===== src/rtl/sdv_pkg.sv =====
package sdv_pkg;
    typedef enum logic [1:0] {
        S_IDLE = 2'd0,
        S_RUN  = 2'd1,
        S_DONE = 2'd2
    } sdv_state_e;
endpackage


===== src/rtl/sdv_prep.sv =====
// Builds the 64-bit dividend and converts both operands to magnitudes.
module sdv_prep #(
    parameter int W = 32
) (
    input  logic [W-1:0]   hi_word,
    input  logic [W-1:0]   lo_word,
    input  logic [W-1:0]   dsr_word,
    input  logic           sgn,
    output logic [2*W-1:0] dvd_mag,
    output logic [W-1:0]   dsr_mag,
    output logic           q_neg,
    output logic           dsr_zero
);
    localparam int DW = 2 * W;

    logic [DW-1:0] dvd_raw;
    logic          dvd_neg;
    logic          dsr_neg;

    always_comb begin
        dvd_raw  = {hi_word, lo_word};
        dvd_neg  = sgn & dvd_raw[DW-1];
        dsr_neg  = sgn & dsr_word[W-1];
        dvd_mag  = dvd_neg ? (DW'(0) - dvd_raw) : dvd_raw;
        dsr_mag  = dsr_neg ? (W'(0) - dsr_word) : dsr_word;
        q_neg    = dvd_neg ^ dsr_neg;
        dsr_zero = (dsr_word == '0);
    end
endmodule


===== src/rtl/sdv_step.sv =====
// One restoring shift-subtract iteration.
module sdv_step #(
    parameter int W = 32
) (
    input  logic [W-1:0]   rem_in,
    input  logic [2*W-1:0] dvd_in,
    input  logic [W-1:0]   dsr,
    output logic [W-1:0]   rem_out,
    output logic [2*W-1:0] dvd_out
);
    localparam int DW = 2 * W;

    logic [W:0] shifted;
    logic [W:0] trial;
    logic       fits;

    always_comb begin
        shifted = {rem_in, dvd_in[DW-1]};
        fits    = (shifted >= {1'b0, dsr});
        trial   = shifted - {1'b0, dsr};
        rem_out = fits ? trial[W-1:0] : shifted[W-1:0];
        dvd_out = {dvd_in[DW-2:0], fits};
    end
endmodule


===== src/rtl/sdv_clamp.sv =====
// Applies sign and saturation to the 64-bit quotient magnitude.
module sdv_clamp #(
    parameter int W = 32
) (
    input  logic [2*W-1:0] q_mag,
    input  logic           q_neg,
    input  logic           sgn,
    output logic [W-1:0]   res,
    output logic           ovf
);
    localparam int DW = 2 * W;
    localparam logic [DW-1:0] NEG_LIM = DW'(1) << (W - 1);
    localparam logic [W-1:0]  POS_MAX = {1'b0, {(W-1){1'b1}}};
    localparam logic [W-1:0]  NEG_MIN = {1'b1, {(W-1){1'b0}}};

    always_comb begin
        if (!sgn) begin
            ovf = |q_mag[DW-1:W];
            res = ovf ? '1 : q_mag[W-1:0];
        end else if (!q_neg) begin
            ovf = |q_mag[DW-1:W-1];
            res = ovf ? POS_MAX : q_mag[W-1:0];
        end else begin
            ovf = (q_mag > NEG_LIM);
            res = ovf ? NEG_MIN : (W'(0) - q_mag[W-1:0]);
        end
    end
endmodule


===== src/rtl/sdv_top.sv =====
module sdv_top
    import sdv_pkg::*;
#(
    parameter int W   = 32,
    parameter int OPW = 64
) (
    input  logic           clk,
    input  logic           rst_n,
    input  logic           start,
    input  logic           sgn_mode,
    input  logic           set_cc,
    input  logic [W-1:0]   y_in,
    input  logic [OPW-1:0] op_a,
    input  logic [OPW-1:0] op_b,
    output logic           busy,
    output logic           done,
    output logic [W-1:0]   quot,
    output logic           ovf,
    output logic           dz_trap,
    output logic           cc_we,
    output logic           cc_n,
    output logic           cc_z,
    output logic           cc_v,
    output logic           cc_c
);
    localparam int DW = 2 * W;
    localparam int CW = $clog2(DW);
    localparam logic [CW-1:0] LAST = CW'(DW - 1);
    localparam logic [W-1:0]  POS_MAX = {1'b0, {(W-1){1'b1}}};
    localparam logic [W-1:0]  NEG_MIN = {1'b1, {(W-1){1'b0}}};

    sdv_state_e state_q, state_d;

    logic [CW-1:0] cnt_q;
    logic [W-1:0]  rem_q;
    logic [DW-1:0] dvd_q;
    logic [W-1:0]  dsr_q;
    logic          neg_q, sgn_q, ccreq_q;

    logic [DW-1:0] p_dvd;
    logic [W-1:0]  p_dsr;
    logic          p_neg, p_zero;
    logic [W-1:0]  s_rem;
    logic [DW-1:0] s_dvd;
    logic [W-1:0]  c_res;
    logic          c_ovf;

    logic [W-1:0]  quot_q;
    logic          ovf_q, done_q, trap_q, ccwe_q, ccn_q, ccz_q, ccv_q, ccc_q;

    sdv_prep #(.W(W)) u_prep (
        .hi_word (y_in),
        .lo_word (op_a[W-1:0]),
        .dsr_word(op_b[W-1:0]),
        .sgn     (sgn_mode),
        .dvd_mag (p_dvd),
        .dsr_mag (p_dsr),
        .q_neg   (p_neg),
        .dsr_zero(p_zero)
    );

    sdv_step #(.W(W)) u_step (
        .rem_in (rem_q),
        .dvd_in (dvd_q),
        .dsr    (dsr_q),
        .rem_out(s_rem),
        .dvd_out(s_dvd)
    );

    sdv_clamp #(.W(W)) u_clamp (
        .q_mag(dvd_q),
        .q_neg(neg_q),
        .sgn  (sgn_q),
        .res  (c_res),
        .ovf  (c_ovf)
    );

    // Next-state selection
    always_comb begin
        state_d = state_q;
        unique case (state_q)
            S_IDLE: if (start && !p_zero) state_d = S_RUN;
            S_RUN:  if (cnt_q == LAST)    state_d = S_DONE;
            S_DONE: state_d = S_IDLE;
            default: state_d = S_IDLE;
        endcase
    end

    // State register
    always_ff @(posedge clk or negedge rst_n) begin
        if (!rst_n) state_q <= S_IDLE;
        else        state_q <= state_d;
    end

    // Datapath and output registers
    always_ff @(posedge clk or negedge rst_n) begin
        if (!rst_n) begin
            cnt_q   <= '0;
            rem_q   <= '0;
            dvd_q   <= '0;
            dsr_q   <= '0;
            neg_q   <= 1'b0;
            sgn_q   <= 1'b0;
            ccreq_q <= 1'b0;
            quot_q  <= '0;
            ovf_q   <= 1'b0;
            done_q  <= 1'b0;
            trap_q  <= 1'b0;
            ccwe_q  <= 1'b0;
            ccn_q   <= 1'b0;
            ccz_q   <= 1'b0;
            ccv_q   <= 1'b0;
            ccc_q   <= 1'b0;
        end else begin
            done_q <= 1'b0;
            trap_q <= 1'b0;
            ccwe_q <= 1'b0;
            unique case (state_q)
                S_IDLE: begin
                    if (start && p_zero) begin
                        trap_q <= 1'b1;
                    end else if (start) begin
                        cnt_q   <= '0;
                        rem_q   <= '0;
                        dvd_q   <= p_dvd;
                        dsr_q   <= p_dsr;
                        neg_q   <= p_neg;
                        sgn_q   <= sgn_mode;
                        ccreq_q <= set_cc;
                    end
                end
                S_RUN: begin
                    rem_q <= s_rem;
                    dvd_q <= s_dvd;
                    cnt_q <= cnt_q + 1'b1;
                end
                S_DONE: begin
                    quot_q <= c_res;
                    ovf_q  <= c_ovf;
                    done_q <= 1'b1;
                    if (ccreq_q) begin
                        ccwe_q <= 1'b1;
                        ccn_q  <= c_res[W-1];
                        ccz_q  <= (c_res == '0);
                        ccv_q  <= c_ovf;
                        ccc_q  <= 1'b0;
                    end
                end
                default: ;
            endcase
        end
    end

    assign busy    = (state_q != S_IDLE);
    assign done    = done_q;
    assign quot    = quot_q;
    assign ovf     = ovf_q;
    assign dz_trap = trap_q;
    assign cc_we   = ccwe_q;
    assign cc_n    = ccn_q;
    assign cc_z    = ccz_q;
    assign cc_v    = ccv_q;
    assign cc_c    = ccc_q;

    p_trap_idle_r2: assert property (@(posedge clk) disable iff (!rst_n)
        trap_q |-> (!busy && !done_q));
    p_trap_keep_r2: assert property (@(posedge clk) disable iff (!rst_n)
        trap_q |-> ($stable(quot_q) && $stable(ovf_q)));
    p_uns_sat_r3: assert property (@(posedge clk) disable iff (!rst_n)
        (done_q && ovf_q && !sgn_q) |-> (quot_q == '1));
    p_sgn_sat_r5: assert property (@(posedge clk) disable iff (!rst_n)
        (done_q && ovf_q && sgn_q) |-> (quot_q == POS_MAX || quot_q == NEG_MIN));
    p_cc_gate_r7: assert property (@(posedge clk) disable iff (!rst_n)
        !$stable({ccn_q, ccz_q, ccv_q, ccc_q}) |-> ccwe_q);
    p_cc_v_r7: assert property (@(posedge clk) disable iff (!rst_n)
        ccwe_q |-> (ccv_q == ovf_q && done_q));
    p_done_pulse_r8: assert property (@(posedge clk) disable iff (!rst_n)
        done_q |=> !done_q);
    p_done_idle_r8: assert property (@(posedge clk) disable iff (!rst_n)
        done_q |-> !busy);
    p_busy_ignore_r9: assert property (@(posedge clk) disable iff (!rst_n)
        (state_q == S_RUN && start) |=> $stable(dsr_q));
endmodule


===== config.mk =====
export PLATFORM = sky130hd
export DESIGN_NAME = sdv_top
export DESIGN_NICKNAME = d
export VERILOG_FILES = /design/src/rtl/sdv_pkg.sv /design/src/rtl/sdv_prep.sv /design/src/rtl/sdv_step.sv /design/src/rtl/sdv_clamp.sv /design/src/rtl/sdv_top.sv
export SDC_FILE = /design/constraint.sdc
export NUM_CORES = 1
export LEC_CHECK = 0
export BUFFER_PORTS_ARGS = -buffer_cell sky130_fd_sc_hd__buf_2
export CORE_AREA = 2 2 190 192
export DETAILED_ROUTE_END_ITERATION = 7
export DIE_AREA = 0 0 192 194
export PLACE_DENSITY = 0.62
export SKIP_LAST_GASP = 1
export SYNTH_ARGS = -nofsm -noshare
export SYNTH_HDL_FRONTEND = slang
export SYNTH_SLANG_ARGS = --single-unit

===== constraint.sdc =====
create_clock -name clk -period 3.7 [get_ports clk]
set_input_delay 0.925 -clock clk [delete_from_list [all_inputs] [get_ports clk]]
set_output_delay 0.925 -clock clk [all_outputs]
set_load 0.02 [all_outputs]

==> Word-level counts from Yosys, hierarchy flattened <==
Index checks and enable logic that the tools add are counted.
{ "totals": {"ff_bits": 178, "word_cells": 75, "input_bits": 165, "output_inout_bits": 41} }
{ "op_classes": {"mux": 27, "addsub": 5, "eq_ne": 7, "bitwise": 4, "reduce_logical": 14, "order_cmp": 2} }
{ "op_table": {"columns": ["operator", "n"], "rows": [
  ["$mux 32", 9],
  ["$mux 64", 3],
  ["$pmux 64 s2", 1],
  ["$gt 64x32->1 const B", 1],
  ["$logic_not 32->1", 2],
  ["$pmux 32 s2", 1],
  ["$sub 1x32->32 const A", 2],
  ["$sub 1x64->64 const A", 1],
  ["$ge 33x32->1", 1],
  ["$reduce_or 33->1", 1],
  ["$reduce_or 32->1", 1],
  ["$sub 32x32->32", 1],
  ["$mux 6", 2],
  ["$pmux 6 s2", 1],
  ["$ne 2x2->1 const B", 4],
  ["$mux 1", 7],
  ["$add 6x1->6 const B", 1],
  ["$eq 6x6->1 const B", 1],
  ["$reduce_and 3->1", 2],
  ["$mux 2", 2],
  ["$pmux 2 s2", 1],
  ["$reduce_and 2->1", 2],
  ["$reduce_bool 2->1", 2],
  ["$and 1x1->1", 2],
  ["other kinds (7)", 8]
]} }

==> Logic depth before layout (Yosys ltp) <==
{ "depth": {"ltp_word": 5, "depth_mapped": 14} }

==> By module <==
A second synthesis with hierarchy kept.
{ "hier_totals": {"cells_unflattened": 1556, "hier_area_um2": 14559.0} }
{ "modules_own_cells": {"columns": ["mod", "area_per_inst_um2", "cells_each", "instances", "seq_area_each_um2"], "rows": [
  ["sdv_top", 8002.7, 560, 1, 4454.3],
  ["sdv_step", 2811.4, 387, 1, 0.0],
  ["sdv_prep", 2285.9, 351, 1, 0.0],
  ["sdv_clamp", 1458.9, 258, 1, 0.0]
]} }

==> Worst setup path after synthesis <==
No wires, ideal clock.
{ "synth_path": {"path_type": "input to register", "start": "input op_b[14]", "end": "register dvd_q[25]", "path_buffers": 3, "setup_time_ns": 0.127, "path_stages": 11, "t_arrival_ns": 3.515, "setup_slack_ns": 0.058, "cell_sequence": "or4_4 -> or3_1 -> or2_1 -> buf_2 -> nand2b_1 -> or4_4 -> and3_4 -> buf_6 -> buf_6 -> a222oi_1 -> inv_1"} }
{ "synth_via": {"elab_chain_cells": 4} }
{ "synth_lines": {"columns": ["item", "line_no", "rtl"], "rows": [
  ["start, declared", "sdv_top.sv:14", "input logic [OPW-1:0] op_b,"],
  ["$logic_not 32->1", "sdv_prep.sv:27", "dsr_zero = (dsr_word == '0);"],
  ["$logic_and 1x1->1", "sdv_top.sv:120", "if (start && p_zero) begin"],
  ["$ne 2x2->1 (no line)", null, null],
  ["$reduce_and 3->1 (no line)", null, null],
  ["end signal, assigned", "sdv_top.sv:125", "dvd_q <= p_dvd;"],
  ["end signal, assigned", "sdv_top.sv:134", "dvd_q <= s_dvd;"],
  ["end, declared", "sdv_top.sv:36", "logic [DW-1:0] dvd_q;"]
]} }
Every way passes these cells.
A chain may end at the register's enable or synchronous reset.

==> Final worst setup path <==
{ "layout_path": {"start": "register dvd_q[58]", "end": "register ccz_q (netlist: cc_z)"} }
{ "layout_via": {"elab_chain_cells": 5, "word_cells_on_any_way": 9} }
{ "layout_lines": {"columns": ["item", "line_no", "rtl"], "rows": [
  ["$gt 64x32->1 / $reduce_or 33->1 (equally long branches)", "sdv_clamp.sv:24, sdv_clamp.sv:21", null],
  ["$mux 32, on equally long branches", "sdv_clamp.sv:25, sdv_clamp.sv:22", null],
  ["$mux 32", "sdv_clamp.sv:20", "end else if (!q_neg) begin"],
  ["$mux 32 *", "sdv_clamp.sv:17", "if (!sgn) begin"],
  ["$logic_not 32->1 *", "sdv_top.sv:144", "ccz_q <= (c_res == '0);"],
  ["end signal, assigned", "sdv_top.sv:144", null],
  ["end, declared", "sdv_top.sv:49", "logic ovf_q, done_q, trap_q, ccwe_q, ccn_q, ccz_q, ccv_q, ccc_q;"]
]} }
Every way passes the cells marked *; elsewhere a longest branch is shown, timed or not.

==> results.cfg <==
[synthesis]
synth_cells = 1469
synth_compound_area_frac = 0.249
ys_seq_area_frac = 0.368
ys_ff_latch = 178
synth_top_family_by_area = compound AO/OA/AOI/OAI gates
synthAdderAreaFrac = 0.0388
synth_nets = 1671
synth_flop_cell = dfrtp_1
synthSimpleGateAreaFrac = 0.188
synth_async_sr_flop_share = 1.00
syn_area_um2 = 12100
syn_avg_cell_area_um2 = 8.25
synth_edf_count = 0
ys.warnings.count = 0
synth_cell_type_count = 68
synth.area.mux_share = 0.00826
synth-xor-area-share = 0.0875

[grt]
grt-ovfl-total = 0
grt_first_pass_wirelength_um = 56600
grtUsageTotal = 0.187
grt_start_max_net_pins = 76
antenna_found_initial = 2
first_global_vias = 10939

[setup_path]
arrival_ns = 3.87
path_class = flip-flop to flip-flop
rr_worst_depth = 9
required_ns = 4.04
worstReg2RegStart = dvd_q[58]
cp-end-kind = flip-flop
worst-path-max-fanout = 9
r2r_end = cc_z
regToRegSetupSlack_ns = 0.17
critPathLaunchType = flip-flop

[floorplanning]
start_util = 0.344
dieArea_um2 = 37200
core_area_um2 = 35200
pin_count = 206
die_y_um = 194
die_w_um = 192
num_rows = 69

[drt]
highest_layer = met4
ant_nets = 0
wl_met2_um = 16100
wl_met3_um = 1740
drt-wirelength-per-cell_um = 16.8
drt-met1-wl_um = 16100
via_per_inst = 5.56
dr.pass1.iters = 6
drc = 0
drt_iter0_drc = 940
drt-total-wl_um = 34700
vias = 11501

[power_and_ir_drop]
p_leak_nw = 6.23
total_power_mw = 11.7
ir_drop_mv = 0.357
powerDensity_nw_per_um2 = 827

[clock_network]
cts_tree = yes
cts-hold-fix-buffers = 0
post_cts.repair.setup_buffers = 0
worst_skew_pair.late_latency_ns = 0.44
clk_path_buf_depth = 2
htreeDepth = 4
cts-root-buf = clkbuf_16
clock-sinks = 178
clk_pin_slew_worst_paths_ns = 0.08
post_cts_resized = 0
cts_buffers = 17

[cells_and_area]
stdcell_count = 2068
mostFrequentLayoutCell = dfrtp_1
layout-drive-gt1-share = 0.157
fill_cells = 3605
most-common-layout-cells = dfrtp_1 (178), nand2_1 (177), buf_2 (139)
final_nets = 1794
syn_to_final_growth_pct = 16.4

[timing]
fmax_mhz = 283
finalSetupViolCount = 0
worst_pin_slew_ns = 0.868
period_needed_ns = 3.53
grt_setup_unrepaired = false
hold_viol = 0
setup_tns_ns = 0
fin_worst_skew_ns = 0.00991
relSlewSlack = 0.420
finalCritPeriodShare = 0.954
slew_viol_final = 0

[hold_path]
hold_path_end = quot[12]
hp-class = flip-flop to flip-flop
hp-start = quot[12]
hold_depth = 2

[placement]
placed_cells = 2034
dp_hpwl_um = 26200
finalWeightedCongestion = 0.894
portBuffers = 140

[status]
status = completed

[run]
cap_violations = 0
==> final cells by class <==
cell class	instances	area, um^2	share of cell area
clock buffer	17	425	0.0302
tap	461	577	0.0409
clock inverter	15	188	0.0133
inverter	79	297	0.0210
timing repair buffer	198	1200	0.0855
multi-input combinational	1118	6940	0.493
sequential	178	4450	0.316
antenna	2	5.00	0.000355
==> logic make-up after synthesis <==
group	after synthesis
xor gates and xnor gates	121
muxes	10
and+or+nand+nor	477
AOI/OAI and AO/OA	472
other	1
buffers and inverters	173
DFF	178
adders and majority gates	37
==> worst max-delay path by stage <==
stage	startpoint	to	slack (ns)	depth (start not counted)
finish	dvd_q[58]	cc_z	0.17	9
global route	dvd_q[4]	cc_z	0.006	9
CTS	dvd_q[58]	cc_z	0.21	9
detailed placement	op_a[18]	dvd_q[57]	-0.18	10
global placement	op_a[18]	dvd_q[57]	-0.16	10
floorplan	op_b[14]	dvd_q[25]	0.06	11
==> where the power goes <==
group	leakage (nW)	total, mW	switching, mW	internal (mW)
combinational	3.71	6.15	3.51	2.64
clock	0.303	1.92	0.893	1.03
sequential	2.22	3.58	0.807	2.78
total	6.23	11.7	5.21	6.45
==> through the flow <==
stage | cell area, um^2 | setup slack [ns] | utilization | hold WS [ns]
after CTS | 14100 | 0.211 | 0.400 | 0.477
final | 14100 | 0.170 | 0.400 | 0.474
after global placement | 13500 | -0.162 | 0.383 | 0.448
after floorplan | 12100 | 0.0581 | - | 0.446
after global routing | 14100 | 0.00553 | 0.400 | 0.507
after detailed placement | 13500 | -0.179 | 0.383 | 0.461
==> synthesized netlist by cell type (10+ instances only) <==
master    number  area [um^2]
o41ai_1       12          105
o21ai_0      105          526
nor2_1       100          375
nand2b_1      11         68.8
a31oi_1       15         93.8
a22oi_1       36          270
or3_1         21          131
a32oi_1       11         96.3
ha_1          36          450
nand2_1      177          664
o21ai_1       76          380
xor2_1        65          569
nand4_1       14         87.6
clkbuf_1      65          244
nor3_1        33          165
dfrtp_1      178         4450
mux2i_1       10          100
nand3_1       38          190
xnor2_1       56          490
a222oi_1      27          270
a21o_1        18          135
buf_2         12         60.1
a21oi_1       77          385
o31ai_1       28          210
nor4_1        25          156
inv_1         79          297
==> per-layer routing <==
layer | vias up | track usage
li1 | 5576 | -
met1 | 5539 | 0.265
met2 | 337 | 0.295
met3 | 49 | 0.0235
met4 | 0 | 0.0642
met5 | - | 0
==> worst max-delay path: stages, from the launching register on <==
cell,delay (ns)
dfrtp_1,0.40
nor4_1,0.37
nand4_1,0.40
or3_1,0.67
or3_1,0.39
a21oi_1,0.15
o2111ai_1,0.21
nor4bb_1,0.40
nand3_1,0.17
o31ai_1,0.26
==> flip-flops by register name, summed over array words and instances (netlist names) <==
| name | flops |
|---|---|
| cc_z | 1 |
| quot | 32 |
| done | 1 |
| cc_we | 1 |
| cc_n | 1 |
| state_q | 2 |
| dsr_q | 32 |
| sgn_q | 1 |
| cc_v | 1 |
| dvd_q | 64 |
| neg_q | 1 |
| rem_q | 32 |
| ovf | 1 |
| dz_trap | 1 |
| ccreq_q | 1 |
| cnt_q | 6 |
Note: power is estimated with default switching activity, not from simulation.
